===== config.mk =====
export PLATFORM = sky130hd
export DESIGN_NAME = sram_seq
export DESIGN_NICKNAME = d
export VERILOG_FILES = /design/src/rtl/sram_seq_pkg.sv /design/src/rtl/sram_seq_ctrl.sv /design/src/rtl/sram_seq_pins.sv /design/src/rtl/sram_seq.sv
export SDC_FILE = /design/constraint.sdc
export NUM_CORES = 1
export LEC_CHECK = 0
export BUFFER_PORTS_ARGS = -buffer_cell sky130_fd_sc_hd__buf_4
export CORE_UTILIZATION = 40
export CTS_CLUSTER_SIZE = 25
export DETAILED_ROUTE_END_ITERATION = 8
export MAX_ROUTING_LAYER = met4
export PLACE_DENSITY = 0.71
export SETUP_SLACK_MARGIN = 0.1
export SLEW_MARGIN = 25
export SYNTH_ARGS = -nofsm -noshare
export SYNTH_HDL_FRONTEND = slang
export SYNTH_SLANG_ARGS = --single-unit
export TNS_END_PERCENT = 20

===== constraint.sdc =====
create_clock -name clk -period 1.8 [get_ports clk]
set_input_delay 0.36 -clock clk [delete_from_list [all_inputs] [get_ports clk]]
set_output_delay 0.36 -clock clk [all_outputs]
set_load 0.05 [all_outputs]

===== src/rtl/sram_seq_pkg.sv =====
package sram_seq_pkg;

  typedef enum logic [2:0] {
    ST_IDLE,
    ST_SETUP,
    ST_PULSE,
    ST_RECOV,
    ST_RDWAIT
  } seq_state_t;

  typedef struct packed {
    logic cs_n;
    logic we_n;
    logic oe_n;
    logic drive;
  } pin_ctl_t;

  localparam pin_ctl_t CTL_INACTIVE = '{cs_n: 1'b1, we_n: 1'b1, oe_n: 1'b1, drive: 1'b0};

  function automatic pin_ctl_t ctl_for(seq_state_t s);
    pin_ctl_t c;
    c = CTL_INACTIVE;
    case (s)
      ST_SETUP:  begin c.cs_n = 1'b0; c.drive = 1'b1; end
      ST_PULSE:  begin c.cs_n = 1'b0; c.we_n = 1'b0; c.drive = 1'b1; end
      ST_RECOV:  begin c.cs_n = 1'b0; c.drive = 1'b1; end
      ST_RDWAIT: begin c.cs_n = 1'b0; c.oe_n = 1'b0; end
      default:   c = CTL_INACTIVE;
    endcase
    return c;
  endfunction

endpackage


===== src/rtl/sram_seq_ctrl.sv =====
module sram_seq_ctrl
  import sram_seq_pkg::*;
#(
  parameter int SETUP_CYC  = 1,
  parameter int PULSE_CYC  = 1,
  parameter int RECOV_CYC  = 1,
  parameter int ACCESS_CYC = 2
) (
  input  logic       clk,
  input  logic       rst,
  input  logic       start,
  input  logic       start_wr,
  output seq_state_t state_q,
  output seq_state_t state_d,
  output logic       phase_last
);

  localparam int MAX_A   = (SETUP_CYC > PULSE_CYC) ? SETUP_CYC : PULSE_CYC;
  localparam int MAX_B   = (RECOV_CYC > ACCESS_CYC) ? RECOV_CYC : ACCESS_CYC;
  localparam int CNT_MAX = (MAX_A > MAX_B) ? MAX_A : MAX_B;
  localparam int CNT_W   = (CNT_MAX > 1) ? $clog2(CNT_MAX) : 1;

  localparam logic [CNT_W-1:0] LD_SETUP  = CNT_W'(SETUP_CYC - 1);
  localparam logic [CNT_W-1:0] LD_PULSE  = CNT_W'(PULSE_CYC - 1);
  localparam logic [CNT_W-1:0] LD_RECOV  = CNT_W'(RECOV_CYC - 1);
  localparam logic [CNT_W-1:0] LD_ACCESS = CNT_W'(ACCESS_CYC - 1);

  logic [CNT_W-1:0] cnt_q, cnt_d;

  assign phase_last = (cnt_q == '0);

  always_comb begin
    state_d = state_q;
    cnt_d   = cnt_q;
    case (state_q)
      ST_IDLE: begin
        if (start) begin
          state_d = start_wr ? ST_SETUP : ST_RDWAIT;
          cnt_d   = start_wr ? LD_SETUP : LD_ACCESS;
        end
      end
      ST_SETUP: begin
        if (phase_last) begin
          state_d = ST_PULSE;
          cnt_d   = LD_PULSE;
        end else begin
          cnt_d = cnt_q - 1'b1;
        end
      end
      ST_PULSE: begin
        if (phase_last) begin
          state_d = ST_RECOV;
          cnt_d   = LD_RECOV;
        end else begin
          cnt_d = cnt_q - 1'b1;
        end
      end
      ST_RECOV, ST_RDWAIT: begin
        if (phase_last) begin
          state_d = ST_IDLE;
        end else begin
          cnt_d = cnt_q - 1'b1;
        end
      end
      default: begin
        state_d = ST_IDLE;
        cnt_d   = '0;
      end
    endcase
  end

  always_ff @(posedge clk) begin
    if (rst) begin
      state_q <= ST_IDLE;
      cnt_q   <= '0;
    end else begin
      state_q <= state_d;
      cnt_q   <= cnt_d;
    end
  end

endmodule


===== src/rtl/sram_seq_pins.sv =====
module sram_seq_pins
  import sram_seq_pkg::*;
#(
  parameter int ADDR_W = 15,
  parameter int DATA_W = 8
) (
  input  logic              clk,
  input  logic              rst,
  input  seq_state_t        state_q,
  input  seq_state_t        state_d,
  input  logic              phase_last,
  input  logic              accept,
  input  logic              accept_wr,
  input  logic [ADDR_W-1:0] req_addr,
  input  logic [DATA_W-1:0] req_wdata,
  input  logic [DATA_W-1:0] mem_dq_in,
  output logic              req_ready,
  output logic              rsp_valid,
  output logic [DATA_W-1:0] rsp_rdata,
  output logic [ADDR_W-1:0] mem_addr,
  output logic              mem_cs_n,
  output logic              mem_we_n,
  output logic              mem_oe_n,
  output logic [DATA_W-1:0] mem_dq_out,
  output logic              mem_dq_oe
);

  pin_ctl_t ctl_q;
  logic     capture;

  assign capture   = (state_q == ST_RDWAIT) && phase_last;
  assign mem_cs_n  = ctl_q.cs_n;
  assign mem_we_n  = ctl_q.we_n;
  assign mem_oe_n  = ctl_q.oe_n;
  assign mem_dq_oe = ctl_q.drive;

  always_ff @(posedge clk) begin
    if (rst) begin
      ctl_q     <= CTL_INACTIVE;
      req_ready <= 1'b1;
      rsp_valid <= 1'b0;
    end else begin
      ctl_q     <= ctl_for(state_d);
      req_ready <= (state_d == ST_IDLE);
      rsp_valid <= capture;
    end
  end

  always_ff @(posedge clk) begin
    if (rst) begin
      mem_addr   <= '0;
      mem_dq_out <= '0;
      rsp_rdata  <= '0;
    end else begin
      if (accept) begin
        mem_addr <= req_addr;
      end
      if (accept_wr) begin
        mem_dq_out <= req_wdata;
      end
      if (capture) begin
        rsp_rdata <= mem_dq_in;
      end
    end
  end

endmodule


===== src/rtl/sram_seq.sv =====
module sram_seq
  import sram_seq_pkg::*;
#(
  parameter int ADDR_W     = 15,
  parameter int DATA_W     = 8,
  parameter int SETUP_CYC  = 1,
  parameter int PULSE_CYC  = 1,
  parameter int RECOV_CYC  = 1,
  parameter int ACCESS_CYC = 2
) (
  input  logic              clk,
  input  logic              rst,
  input  logic              req_valid,
  output logic              req_ready,
  input  logic              req_write,
  input  logic [ADDR_W-1:0] req_addr,
  input  logic [DATA_W-1:0] req_wdata,
  output logic              rsp_valid,
  output logic [DATA_W-1:0] rsp_rdata,
  output logic [ADDR_W-1:0] mem_addr,
  output logic              mem_cs_n,
  output logic              mem_we_n,
  output logic              mem_oe_n,
  output logic [DATA_W-1:0] mem_dq_out,
  output logic              mem_dq_oe,
  input  logic [DATA_W-1:0] mem_dq_in
);

  seq_state_t state_q, state_d;
  logic       phase_last;
  logic       accept;

  assign accept = req_valid && req_ready;

  sram_seq_ctrl #(
    .SETUP_CYC (SETUP_CYC),
    .PULSE_CYC (PULSE_CYC),
    .RECOV_CYC (RECOV_CYC),
    .ACCESS_CYC(ACCESS_CYC)
  ) u_ctrl (
    .clk       (clk),
    .rst       (rst),
    .start     (accept),
    .start_wr  (req_write),
    .state_q   (state_q),
    .state_d   (state_d),
    .phase_last(phase_last)
  );

  sram_seq_pins #(
    .ADDR_W(ADDR_W),
    .DATA_W(DATA_W)
  ) u_pins (
    .clk       (clk),
    .rst       (rst),
    .state_q   (state_q),
    .state_d   (state_d),
    .phase_last(phase_last),
    .accept    (accept),
    .accept_wr (accept && req_write),
    .req_addr  (req_addr),
    .req_wdata (req_wdata),
    .mem_dq_in (mem_dq_in),
    .req_ready (req_ready),
    .rsp_valid (rsp_valid),
    .rsp_rdata (rsp_rdata),
    .mem_addr  (mem_addr),
    .mem_cs_n  (mem_cs_n),
    .mem_we_n  (mem_we_n),
    .mem_oe_n  (mem_oe_n),
    .mem_dq_out(mem_dq_out),
    .mem_dq_oe (mem_dq_oe)
  );

endmodule


=== After elaboration in Yosys (flattened, before gate mapping) ===
Index checks and enable logic that the tools add are counted.

* $lt $le $gt $ge: 0
* Muxes and demuxes: 14
* Bitwise gates (word level): 1
* $add $sub $neg: 1
* Equal/unequal tests: 9
* Div/mod/pow operators: 0
* Reductions and logical operators: 9
* Multiply operators: 0
* Shift-type cells: 0

{| class="wikitable"
|+ Operators by type and width
! operator !! count
|-
| two-way mux 3 bit || 5
|-
| == test 3 x 2 -> 1 bit (second input constant) || 4
|-
| case mux 3 bit (4 select lines) || 1
|-
| OR reduction 4 bit || 2
|-
| two-way mux 1 bit || 7
|-
| == test 3 x 1 -> 1 bit (second input constant) || 2
|-
| == test 3 bit (second input constant) || 2
|-
| logical NOT 3 bit || 2
|-
| logical AND 1 bit || 3
|-
| OR reduction 3 bit || 1
|-
| != test 2 bit (second input constant) || 1
|-
| case mux 1 bit (2 select lines) || 1
|-
| OR reduction 2 bit || 1
|-
| NOT 1 bit || 1
|-
| subtractor 1 bit (second input constant) || 1
|}

* Register bits: 41
* Word-level logic and storage cells: 45
* Memory bits (writable): 0
* Bits in read-only memories: 0
* Input port bits: 35
* Memories kept: 0
* Output and inout port bits: 37
* Latch bits: 0

=== Longest topological paths before layout ===
Gate-level depths: netlist of run 1.

* Depth in word-level cells: 6
* Mapped depth: 5
* Gate-level depth less buffers: 3

=== Cells and area by module ===
A second synthesis of run 1 with hierarchy kept.

* Cell total of the unflattened synthesis: 149
* Area total of the unflattened synthesis: 1569.0 µm²

{| class="wikitable"
|+ Modules (own cells, without submodules)
! module !! instances !! cells each !! seq. area each (µm²) !! area each (µm²)
|-
| sram_seq_pins || 1 || 126 || 740.7 || 1370.1
|-
| sram_seq_ctrl || 1 || 21 || 80.1 || 186.4
|-
| sram_seq || 1 || 2 || 0.0 || 12.5
|}

=== Worst setup path after synthesis of run 1 ===
OpenSTA, ideal clock, no wires.

* Kind: register -> register
* Start: register u_pins.req_ready
* End: register u_pins.ctl_q, in the netlist u_pins.mem_cs_n
* Clock period less this slack: 1.505 ns
* Data required time: 1.669 ns
* Arrival: 1.373 ns
* Cell stages (with the launch flop): 4
* Library setup time: 0.131 ns
* Buffers on the path: 0
* Setup slack: 0.295 ns
* Cell sequence: dfxtp_1 -> nand3_2 -> a221oi_2 -> nor2_1

* Cells in the longest elaborated chain, start to end: 6
* Elaborated cells on any way between the ends: 9
* Those cells by class: 4 x eq/ne; 3 x mux; 2 x reduce/logical

{| class="wikitable"
|+ Ends and longest elaborated chain
! what !! line !! RTL
|-
| start, declared || sram_seq_pins.sv:17 || <nowiki>output logic req_ready,</nowiki>
|-
| start signal, assigned || sram_seq_pins.sv:44 || <nowiki>req_ready <= (state_d == ST_IDLE);</nowiki>
|-
| logical AND 1 bit (*) || sram_seq.sv:33 || <nowiki>assign accept = req_valid && req_ready;</nowiki>
|-
| two-way mux 3 bit (*) || sram_seq_ctrl.sv:37 || <nowiki>if (start) begin</nowiki>
|-
| case mux 3 bit (4 select lines) (*) || sram_seq_ctrl.sv:35 || <nowiki>case (state_q)</nowiki>
|-
| == test 3 x 1 -> 1 bit, or another cell as far along || sram_seq_pkg.sv:23 || <nowiki>case (s)</nowiki>
|-
| OR reduction 4 bit (no line) (*) || -- ||
|-
| two-way mux 1 bit (*) || sram_seq_pkg.sv:23 ||
|-
| end signal, assigned || sram_seq_pins.sv:43 || <nowiki>ctl_q <= ctl_for(state_d);</nowiki>
|-
| end, declared || sram_seq_pins.sv:28 || <nowiki>pin_ctl_t ctl_q;</nowiki>
|}

Mark *: on every way between the ends. The rest lies on a longest branch, timed or not.
A chain may end at the register's enable or synchronous reset.

=== Worst setup path in the final report of run 1 ===
* Start: register u_ctrl.cnt_q
* End: register u_pins.ctl_q, in the netlist u_pins.mem_cs_n

* Cells in the longest elaborated chain, start to end: 5
* Elaborated cells on any way between the ends: 10
* Those cells by class: 4 x eq/ne; 5 x mux; 1 x reduce/logical

{| class="wikitable"
|+ Ends and longest elaborated chain
! what !! line !! RTL
|-
| start, declared || sram_seq_ctrl.sv:28 || <nowiki>logic [CNT_W-1:0] cnt_q, cnt_d;</nowiki>
|-
| start signal, assigned || sram_seq_ctrl.sv:78 || <nowiki>cnt_q <= cnt_d;</nowiki>
|-
| two-way mux 3 bit, on equally long branches || sram_seq_ctrl.sv:59, sram_seq_ctrl.sv:43, sram_seq_ctrl.sv:51 ||
|-
| case mux 3 bit (4 select lines) (*) || sram_seq_ctrl.sv:35 ||
|-
| == test 3 x 1 -> 1 bit, or another cell as far along || sram_seq_pkg.sv:23 ||
|-
| OR reduction 4 bit (no line) (*) || -- ||
|-
| two-way mux 1 bit (*) || sram_seq_pkg.sv:23 ||
|}

Marks and branches as above.

==> out/metrics.cfg, run 1 <==
[outcome]
outcome=finished, final reports clean

[final_layout]
final-seq-area_um2=821
n_antenna_cell=0
fillers=320
multi_input_area_um2=592
layout-drive-gt1-share_pct=34.7
areaGrowthSynthToFinish_pct=41.3
nets=274
stdcell_area_mm2=0.00210

[logic_synthesis]
yosys-top-cells-area=dfxtp_1 (55%), nand2_1 (16%), a21oi_1 (10%), nor2_1 (1.8%), nor4b_4 (1.6%)
synth_flop_cell=dfxtp_1
syn_inst=173
syn_area_mm2=0.00148
synth_edf_count=0
synth.largest_area_cell=dfxtp_1
yosys_warnings=0
yosysSeqAreaShare_pct=55.3
ys_ff_latch=41
yosys.cell_types.count=26
synth_top_area_share_pct=55.3
synthArstFlopShare_pct=0
avgSynthCellArea_um2=8.58
synthesis.nets=208

[worst_setup_path]
worst-path-buf-inv=0
arrival_ps=1510
critical_path_class=reg -> reg
crit_family=compound AO/OA/AOI/OAI gates
crit_chain=nand2_1, a2111oi_2, nor2_1
critPathLaunchType=register
r2r_cells=3
endpoint_kind=register
crit_path_max_fanout=8
cp.depth=3
worst_ep_required_time_ps=1960
critPathSlowestCell=a2111oi_2
max_stage_delay_ps=520

[timing]
period_minus_slack_ps=1350
fin_setup_tns_ps=0
rsz0062_at_grt=no
period_share_pct=74.9
tightestPinTransition_ps=558
max_freq_mhz=742
hold_violations=0
skew_ps=7.40
maxSlewHeadroom_pct=62.8
setup_viol=0
drv_slew=0

[floorplan]
chipWidth_um=62.9
ios=72
rows=21
start_util_pct=43.1
die-height_um=62.9
core-area_mm2=0.00344
dieArea_mm2=0.00396

[clock_tree]
insertion_delay_ps=290
root_buffer=clkbuf_8
clock_sinks=41
postCtsSetupRepairBufs=0
cts_tree=done
ctsLongestPathBuffers=2
cts_buffers=5
h-tree-depth=2
cts_hold_buffers=0
post_cts_resized=0
path_clk_slew_ps=80

[placement]
gp_congestion=0.738
port_buffers=71
place_area_mm2=0.00201
dp_hpwl_mm=2.23

[global_routing]
grt_pass1_wl_mm=5.04
grt_use_total_pct=16.6
grt-ovfl-total=0
grt_max_degree=36
grt_antenna_before_repair=0
first_global_vias=1112

[power]
p_per_area_mw_per_mm2=1050
p_leak_nw=0.907
power_mw=2.20
vdd_drop_max_mv=0.519

[detailed_routing]
remaining_drc_errors=0
avgRoutedWirePerCell_um=11.3
viasPerCell=4.71
ant_nets=0
first_iter_violations=107
drt-total-wl_mm=3.23
firstDrtPassIters=4
vias=1343

[min_path]
min_path_type=in -> reg
hold_depth=3

[run]
maxCapViolations=0

-- power by group --
| part | leakage [nW] | internal (mW) | switching [mW] |
|---|---|---|---|
| Sequential | 0.335 | 0.981 | 0.0612 |
| Clock | 0.0433 | 0.303 | 0.300 |
| Combinational | 0.528 | 0.191 | 0.367 |
| Total | 0.907 | 1.48 | 0.728 |
-- cell usage after synthesis (2+ instances only) --
cell and number:
buf_2 3, a21oi_1 31, dfxtp_1 41, buf_1 3
clkbuf_1 3, nor2b_1 2, nand2_1 64, buf_6 2
nor2_1 7
-- area by class of cell --
cell class | count | area share, %
clock buffers | 6 | 3.94
clock inverters | 1 | 0.358
inverters | 1 | 0.179
multi-input cells | 119 | 28.2
flip-flops and latches | 41 | 39.1
well taps | 46 | 2.74
repair buffers | 71 | 25.4
-- final timing paths --
check	startpoint	end	slack, ps
min reg2reg	u_pins.mem_addr[12]$_SDFFE_PP0N_	u_pins.mem_addr[12]$_SDFFE_PP0N_	460
min	mem_dq_in[2]	u_pins.rsp_rdata[2]$_SDFFE_PP0P_	310
max reg2reg	u_ctrl.cnt_q$_SDFFE_PP0P_	u_pins.mem_cs_n$_SDFF_PP1_	450
max	u_ctrl.cnt_q$_SDFFE_PP0P_	u_pins.mem_cs_n$_SDFF_PP1_	450
-- tightest hold or removal path, stage by stage --
cell	delay (ps)
buf_4	100
nand2_1	40
a21oi_1	50
-- through the flow --
| stage | cells | hold slack (ps) | util, % | setup slack (ps) |
|---|---|---|---|---|
| after global placement | 278 | 443 | 58.3 | 460 |
| after global routing | 285 | 300 | 60.9 | 366 |
| after detailed placement | 278 | 448 | 58.3 | 439 |
| final | 285 | 312 | 60.9 | 452 |
| after floorplan | 173 | 496 | - | 295 |
| after CTS | 285 | 310 | 60.9 | 460 |
-- per-layer routing --
metal / wire length, um / global-route usage, % / vias up / part of all wire [%]
met1: 1600 / 22.8 / 591 / 50
li1: - / - / 692 / -
met2: 1320 / 21.4 / 55 / 41
met5: 0 / - / - / 0
met4: 33 / 6.10 / 0 / 1.0
met3: 274 / 6.57 / 5 / 8.5
-- sequential cells by signal (all words and copies together) (netlist names) --
| register | count |
|---|---|
| u_pins.mem_dq_oe | 1 |
| u_pins.mem_cs_n | 1 |
| u_pins.mem_we_n | 1 |
| u_ctrl.cnt_q | 1 |
| u_pins.req_ready | 1 |
| u_pins.mem_dq_out | 8 |
| u_pins.rsp_valid | 1 |
| u_pins.mem_addr | 15 |
| u_pins.rsp_rdata | 8 |
| u_ctrl.state_q | 3 |
| u_pins.mem_oe_n | 1 |
-- logic make-up (layout without fill, tap and decap cells) --
logic type,after synthesis,after routing,share of synthesized area (%)
buffers and inverters,13,79,4.81
AO/OA/AOI/OAI,36,36,14.2
flip-flops,41,41,55.3
AND/OR/NAND/NOR,82,82,25.1
XOR/XNOR,1,1,0.590
-- cells in the final DEF, fill, tap and decap left out --
master,n
a2111oi_2,1
a21oi_1,31
a221oi_1,1
a221oi_2,1
and2_1,1
and3_1,1
and3b_1,1
buf_4,71
clkbuf_8,6
clkinvlp_4,1
dfxtp_1,41
inv_1,1
nand2_1,64
nand3_2,1
nand4bb_1,1
nor2_1,7
nor2b_1,2
nor3b_1,1
nor4b_4,1
o2111a_1,1
o21ai_1,1
or2_1,1
or4b_4,1
xnor2_1,1
Power figures use the tool's default switching activity.
==> run 2, diff against run 1 <==
==> constraint.sdc (replaced) <==
create_clock -name clk -period 1.3 [get_ports clk]
set_input_delay 0.26 -clock clk [delete_from_list [all_inputs] [get_ports clk]]
set_output_delay 0.26 -clock clk [all_outputs]
set_load 0.05 [all_outputs]
==> out/metrics.cfg, run 2 (synthesized netlist as in run 1, its figures left out) <==
[detailed_routing]
firstDrtPassIters=4  ; unchanged
vias=1403  ; +4.5%
viasPerCell=4.72  ; +0.25%
remaining_drc_errors=0  ; unchanged
drt-total-wl_mm=3.45  ; +6.6%
avgRoutedWirePerCell_um=11.6  ; +2.3%
first_iter_violations=77  ; -28%
ant_nets=0  ; unchanged

[timing]
period_minus_slack_ps=1190  ; -159 ps
timing.hold.ws_ps=168  ; -144 ps
tightestPinTransition_ps=324  ; -234 ps
period_share_pct=91.5  ; +17 points
maxSlewHeadroom_pct=78.4  ; +16 points
hold_violations=0  ; unchanged
setup_viol=0  ; unchanged
drv_slew=0  ; unchanged
max_freq_mhz=841  ; +13%
skew_ps=5.05  ; -2.35 ps
rsz0062_at_grt=yes
worst_slack_ps=111  ; -341 ps

[final_layout]
post-route-util_pct=66.1  ; +5.2 points
fin_cells=297  ; +4.2%
top_regs=u_pins.mem_addr: 15 flops, u_pins.mem_dq_out: 8 flops, u_pins.rsp_rdata: 8 flops
largest_reg_flops=15  ; unchanged
areaGrowthSynthToFinish_pct=53.3
layout-drive-gt1-share_pct=41.0  ; +6.3 points
final_cell_mix=buf_4 (80), nand2_1 (63), dfxtp_1 (36)
multi_input_area_um2=627  ; +5.9%
layout_commonest_cell=buf_4
n_antenna_cell=0  ; unchanged
final-seq-area_um2=832  ; +1.4%
nets=285  ; +4.0%
largest-register=u_pins.mem_addr
fillers=314  ; -1.9%

[floorplan]
core-area_mm2=0.00344  ; unchanged
rows=21  ; unchanged
start_util_pct=43.1  ; unchanged
die-height_um=62.9  ; unchanged
dieArea_mm2=0.00396  ; unchanged
ios=72  ; unchanged
chipWidth_um=62.9  ; unchanged

[clock_tree]
path_clk_slew_ps=80  ; about the same
ctsLongestPathBuffers=2  ; unchanged
h-tree-depth=2  ; unchanged
clock_sinks=41  ; unchanged
root_buffer=clkbuf_8
cts_hold_buffers=0  ; unchanged
insertion_delay_ps=300  ; about the same
cts_buffers=5  ; unchanged
cts_tree=done

[worst_setup_path]
critical_path_class=reg -> reg
crit_path_max_fanout=6  ; -2
crit_chain=or4b_4, nand2_1, a21oi_1
arrival_ps=1370  ; -140 ps
critPathSlowestCell=or4b_4
worst-path-buf-inv=0  ; unchanged
crit_family=simple AND/OR/NAND/NOR gates
max_stage_delay_ps=560  ; +40 ps
worst_ep_required_time_ps=1480  ; -480 ps
critPathLaunchType=register
endpoint_kind=register

[global_routing]
grt_pass1_wl_mm=5.73  ; +14%
first_global_vias=1271  ; +14%
grt-ovfl-total=0  ; unchanged
grt_max_degree=23  ; -36%
grt_use_total_pct=19.2  ; +2.6 points
grt_antenna_before_repair=0  ; unchanged

[placement]
post-place-ws_ps=49.7  ; -389 ps
dp.cells=287  ; +3.2%
port_buffers=71  ; unchanged
dp_hpwl_mm=2.38  ; +6.5%
gp_congestion=0.725  ; -1.8%

[power]
p_per_area_mw_per_mm2=1540  ; +46%
power_mw=3.50  ; +59%
vdd_drop_max_mv=0.860  ; +66%
p_leak_nw=0.993  ; +9.5%

[run]
maxCapViolations=0  ; unchanged

[outcome]
outcome=finished, final reports clean

[min_path]
min_path_type=in -> reg

[run 2: cell type report]
cell class	count	area share, %
Multi-Input combinational cell	120	27.6
Tap cell	46	2.53
Inverter	1	0.165
Clock inverter	3	2.86
Timing Repair Buffer	81	27.3
Sequential cell	41	36.6
Clock buffer	5	3.03
[run 2: what timing repair did]
item                       CTS  global route
setup endpoints to repair   11            14
buffers inserted             0             1
pin swaps                    1             4
gates cloned                 1             0
gates resized for setup      5             5
[run 2: worst register-to-register path: cells and delay by family (launching register included)]
family / cells / cell delay [ps]
flip-flops: 1 / 380
AO/OA/AOI/OAI: 1 / 60
AND/OR/NAND/NOR: 2 / 650
[run 2: report_power, final]
group / internal [mW] / total, mW / switching [mW]
registers: 1.37 / 1.44 / 0.0763
clock network: 0.762 / 1.20 / 0.435
logic: 0.324 / 0.861 / 0.537
total: 2.45 / 3.50 / 1.05
[run 2: worst paths after layout]
kind	end	slack [ps]	from	cells after the start
min reg2reg	u_pins.rsp_rdata[1]$_SDFFE_PP0P_	460	u_pins.rsp_rdata[1]$_SDFFE_PP0P_	2
max reg2reg	u_pins.rsp_rdata[7]$_SDFFE_PP0P_	110	u_ctrl.cnt_q$_SDFFE_PP0P_	3
max	u_pins.rsp_rdata[7]$_SDFFE_PP0P_	110	u_ctrl.cnt_q$_SDFFE_PP0P_	3
min	u_ctrl.state_q[2]$_SDFF_PP0_	170	rst	2
[run 2: through the flow]
step	area, um2	TNS [ps]
after CTS	2260	0
after global routing	2270	0
after global placement	2090	0
final	2270	0
after floorplan	1490	-130
after detailed placement	2090	0
[run 2: per-layer routing]
| layer | vias to the layer above | routed length (um) | track usage, % |
|---|---|---|---|
| met4 | 0 | 55 | 7.85 |
| met3 | 6 | 300 | 7.48 |
| met5 | - | 0 | - |
| met2 | 58 | 1530 | 29.0 |
| li1 | 722 | - | - |
| met1 | 617 | 1560 | 22.5 |
==> run 3, diff against run 2 <==
--- a/config.mk
+++ b/config.mk
@@ -10,7 +10,7 @@
 export CTS_CLUSTER_SIZE = 25
 export DETAILED_ROUTE_END_ITERATION = 8
 export MAX_ROUTING_LAYER = met4
-export PLACE_DENSITY = 0.71
+export PLACE_DENSITY = 0.72
 export SETUP_SLACK_MARGIN = 0.1
 export SLEW_MARGIN = 25
 export SYNTH_ARGS = -nofsm -noshare
==> out/metrics.cfg, run 3 (synthesized netlist as in run 1, its figures left out) <==
[timing]
tightestPinTransition_ps=329  ; +5.13 ps
rsz0062_at_grt=yes
maxSlewHeadroom_pct=78.1  ; -0.34 points
drv_slew=0  ; unchanged
max_freq_mhz=827  ; -1.6%
period_minus_slack_ps=1210  ; +19.7 ps
hold_violations=0  ; unchanged
period_share_pct=93.0  ; +1.5 points
timing.hold.ws_ps=170  ; +2.42 ps
skew_ps=2.77  ; -2.28 ps
worst_slack_ps=91.3  ; -19.7 ps
fin_setup_tns_ps=0  ; unchanged
setup_viol=0  ; unchanged

[final_layout]
largest_reg_flops=15  ; unchanged
n_antenna_cell=0  ; unchanged
top_regs=u_pins.mem_addr: 15 flops, u_pins.mem_dq_out: 8 flops, u_pins.rsp_rdata: 8 flops
post-route-util_pct=64.9  ; -1.2 points
areaGrowthSynthToFinish_pct=50.6
final_cell_mix=buf_4 (81), nand2_1 (64), dfxtp_1 (36)
layout-drive-gt1-share_pct=39.8  ; -1.2 points
nets=285  ; unchanged
largest-register=u_pins.mem_addr
layout_commonest_cell=buf_4
fin_cells=297  ; unchanged

[worst_setup_path]
worst_ep_required_time_ps=1480  ; about the same
endpoint_kind=register
critPathSlowestCell=or4b_4
critPathLaunchType=register
crit_chain=or4b_4, nand2_1, a21oi_1
crit_family=simple AND/OR/NAND/NOR gates
max_stage_delay_ps=580  ; +20 ps
critical_path_class=reg -> reg
worst-path-buf-inv=0  ; unchanged
arrival_ps=1390  ; +20 ps
crit_path_max_fanout=6  ; unchanged

[detailed_routing]
avgRoutedWirePerCell_um=11.3  ; -2.6%
wl_met3_um=291  ; -3.0%
viasPerCell=4.69  ; -0.71%
firstDrtPassIters=3  ; -1
drt-met1-wl_mm=1.60  ; +2.2%
drt-total-wl_mm=3.36  ; -2.6%
remaining_drc_errors=0  ; unchanged
vias=1393  ; -0.71%
highest_layer=met4
wl_met2_mm=1.45  ; -4.8%
ant_nets=0  ; unchanged
first_iter_violations=119  ; +55%

[outcome]
outcome=finished, final reports clean

[placement]
dp_hpwl_mm=2.38  ; +0.19%
dp.cells=286  ; -0.35%
port_buffers=71  ; unchanged
post-place-ws_ps=27.3  ; -22.4 ps
gp_congestion=0.713  ; -1.7%

[power]
p_leak_nw=0.979  ; -1.4%
vdd_drop_max_mv=0.981  ; +14%
p_per_area_mw_per_mm2=1480  ; -3.6%

[global_routing]
grt_antenna_before_repair=0  ; unchanged
first_global_vias=1343  ; +5.7%
grt_use_total_pct=18.4  ; -0.79 points
grt-ovfl-total=0  ; unchanged
grt_max_degree=19  ; -17%
grt_pass1_wl_mm=5.71  ; -0.47%

[clock_tree]
h-tree-depth=2  ; unchanged
ctsLongestPathBuffers=2  ; unchanged
path_clk_slew_ps=70  ; about the same
cts_tree=done
root_buffer=clkbuf_8
cts_hold_buffers=0  ; unchanged
clock_sinks=41  ; unchanged
insertion_delay_ps=280  ; -20 ps
cts_buffers=5  ; unchanged

[floorplan]
core-area_mm2=0.00344  ; unchanged
chipWidth_um=62.9  ; unchanged
ios=72  ; unchanged
dieArea_mm2=0.00396  ; unchanged
die-height_um=62.9  ; unchanged
start_util_pct=43.1  ; unchanged
rows=21  ; unchanged

[run]
maxCapViolations=0  ; unchanged

[min_path]
min_path_type=in -> reg

run 3: per-stage QoR:
step                      instance area, um2  power (mW)
final                                   2230        3.31
after CTS                               2230        3.35
after global routing                    2230        3.47
after global placement                  2070        2.28
after detailed placement                2070        2.29
after floorplan                         1490        2.01
run 3: path summary, 6_finish.rpt:
kind	slack, ps	end	cells past startpoint	from
hold reg to reg	450	u_pins.mem_dq_out[0]$_SDFFE_PP0P_	2	u_pins.mem_dq_out[0]$_SDFFE_PP0P_
setup reg to reg	90	u_pins.rsp_rdata[3]$_SDFFE_PP0P_	3	u_ctrl.cnt_q$_SDFFE_PP0P_
hold / removal	170	u_ctrl.state_q[2]$_SDFF_PP0_	2	rst
setup / recovery	90	u_pins.rsp_rdata[3]$_SDFFE_PP0P_	3	u_ctrl.cnt_q$_SDFFE_PP0P_
run 3: what timing repair did:
action                                  in CTS  in global routing
pin swaps                                    1                  0
setup buffers                                2                  0
endpoints found under the setup margin      13                 29
cloned                                       1                  0
gates resized for setup                      5                  2
run 3: layer usage:
layer	vias to the layer above	track usage, %
li1	722	-
met2	57	28.1
met4	0	4.36
met1	612	22.8
met5	-	-
met3	2	6.93
run 3: final cells by class:
class	instances	area [um2]
fillers	322	1210
flip-flops and latches	41	830
multi-input cells	120	619
repair buffers	81	608
clock buffers	7	86.3
well taps	46	57.6
clock inverters	1	30.0
inverters	1	3.75
run 3: report_power, final:
part / leakage, nW / switching, mW / internal, mW
clock network: 0.0585 / 0.407 / 0.626
logic: 0.584 / 0.532 / 0.309
registers: 0.337 / 0.0742 / 1.36
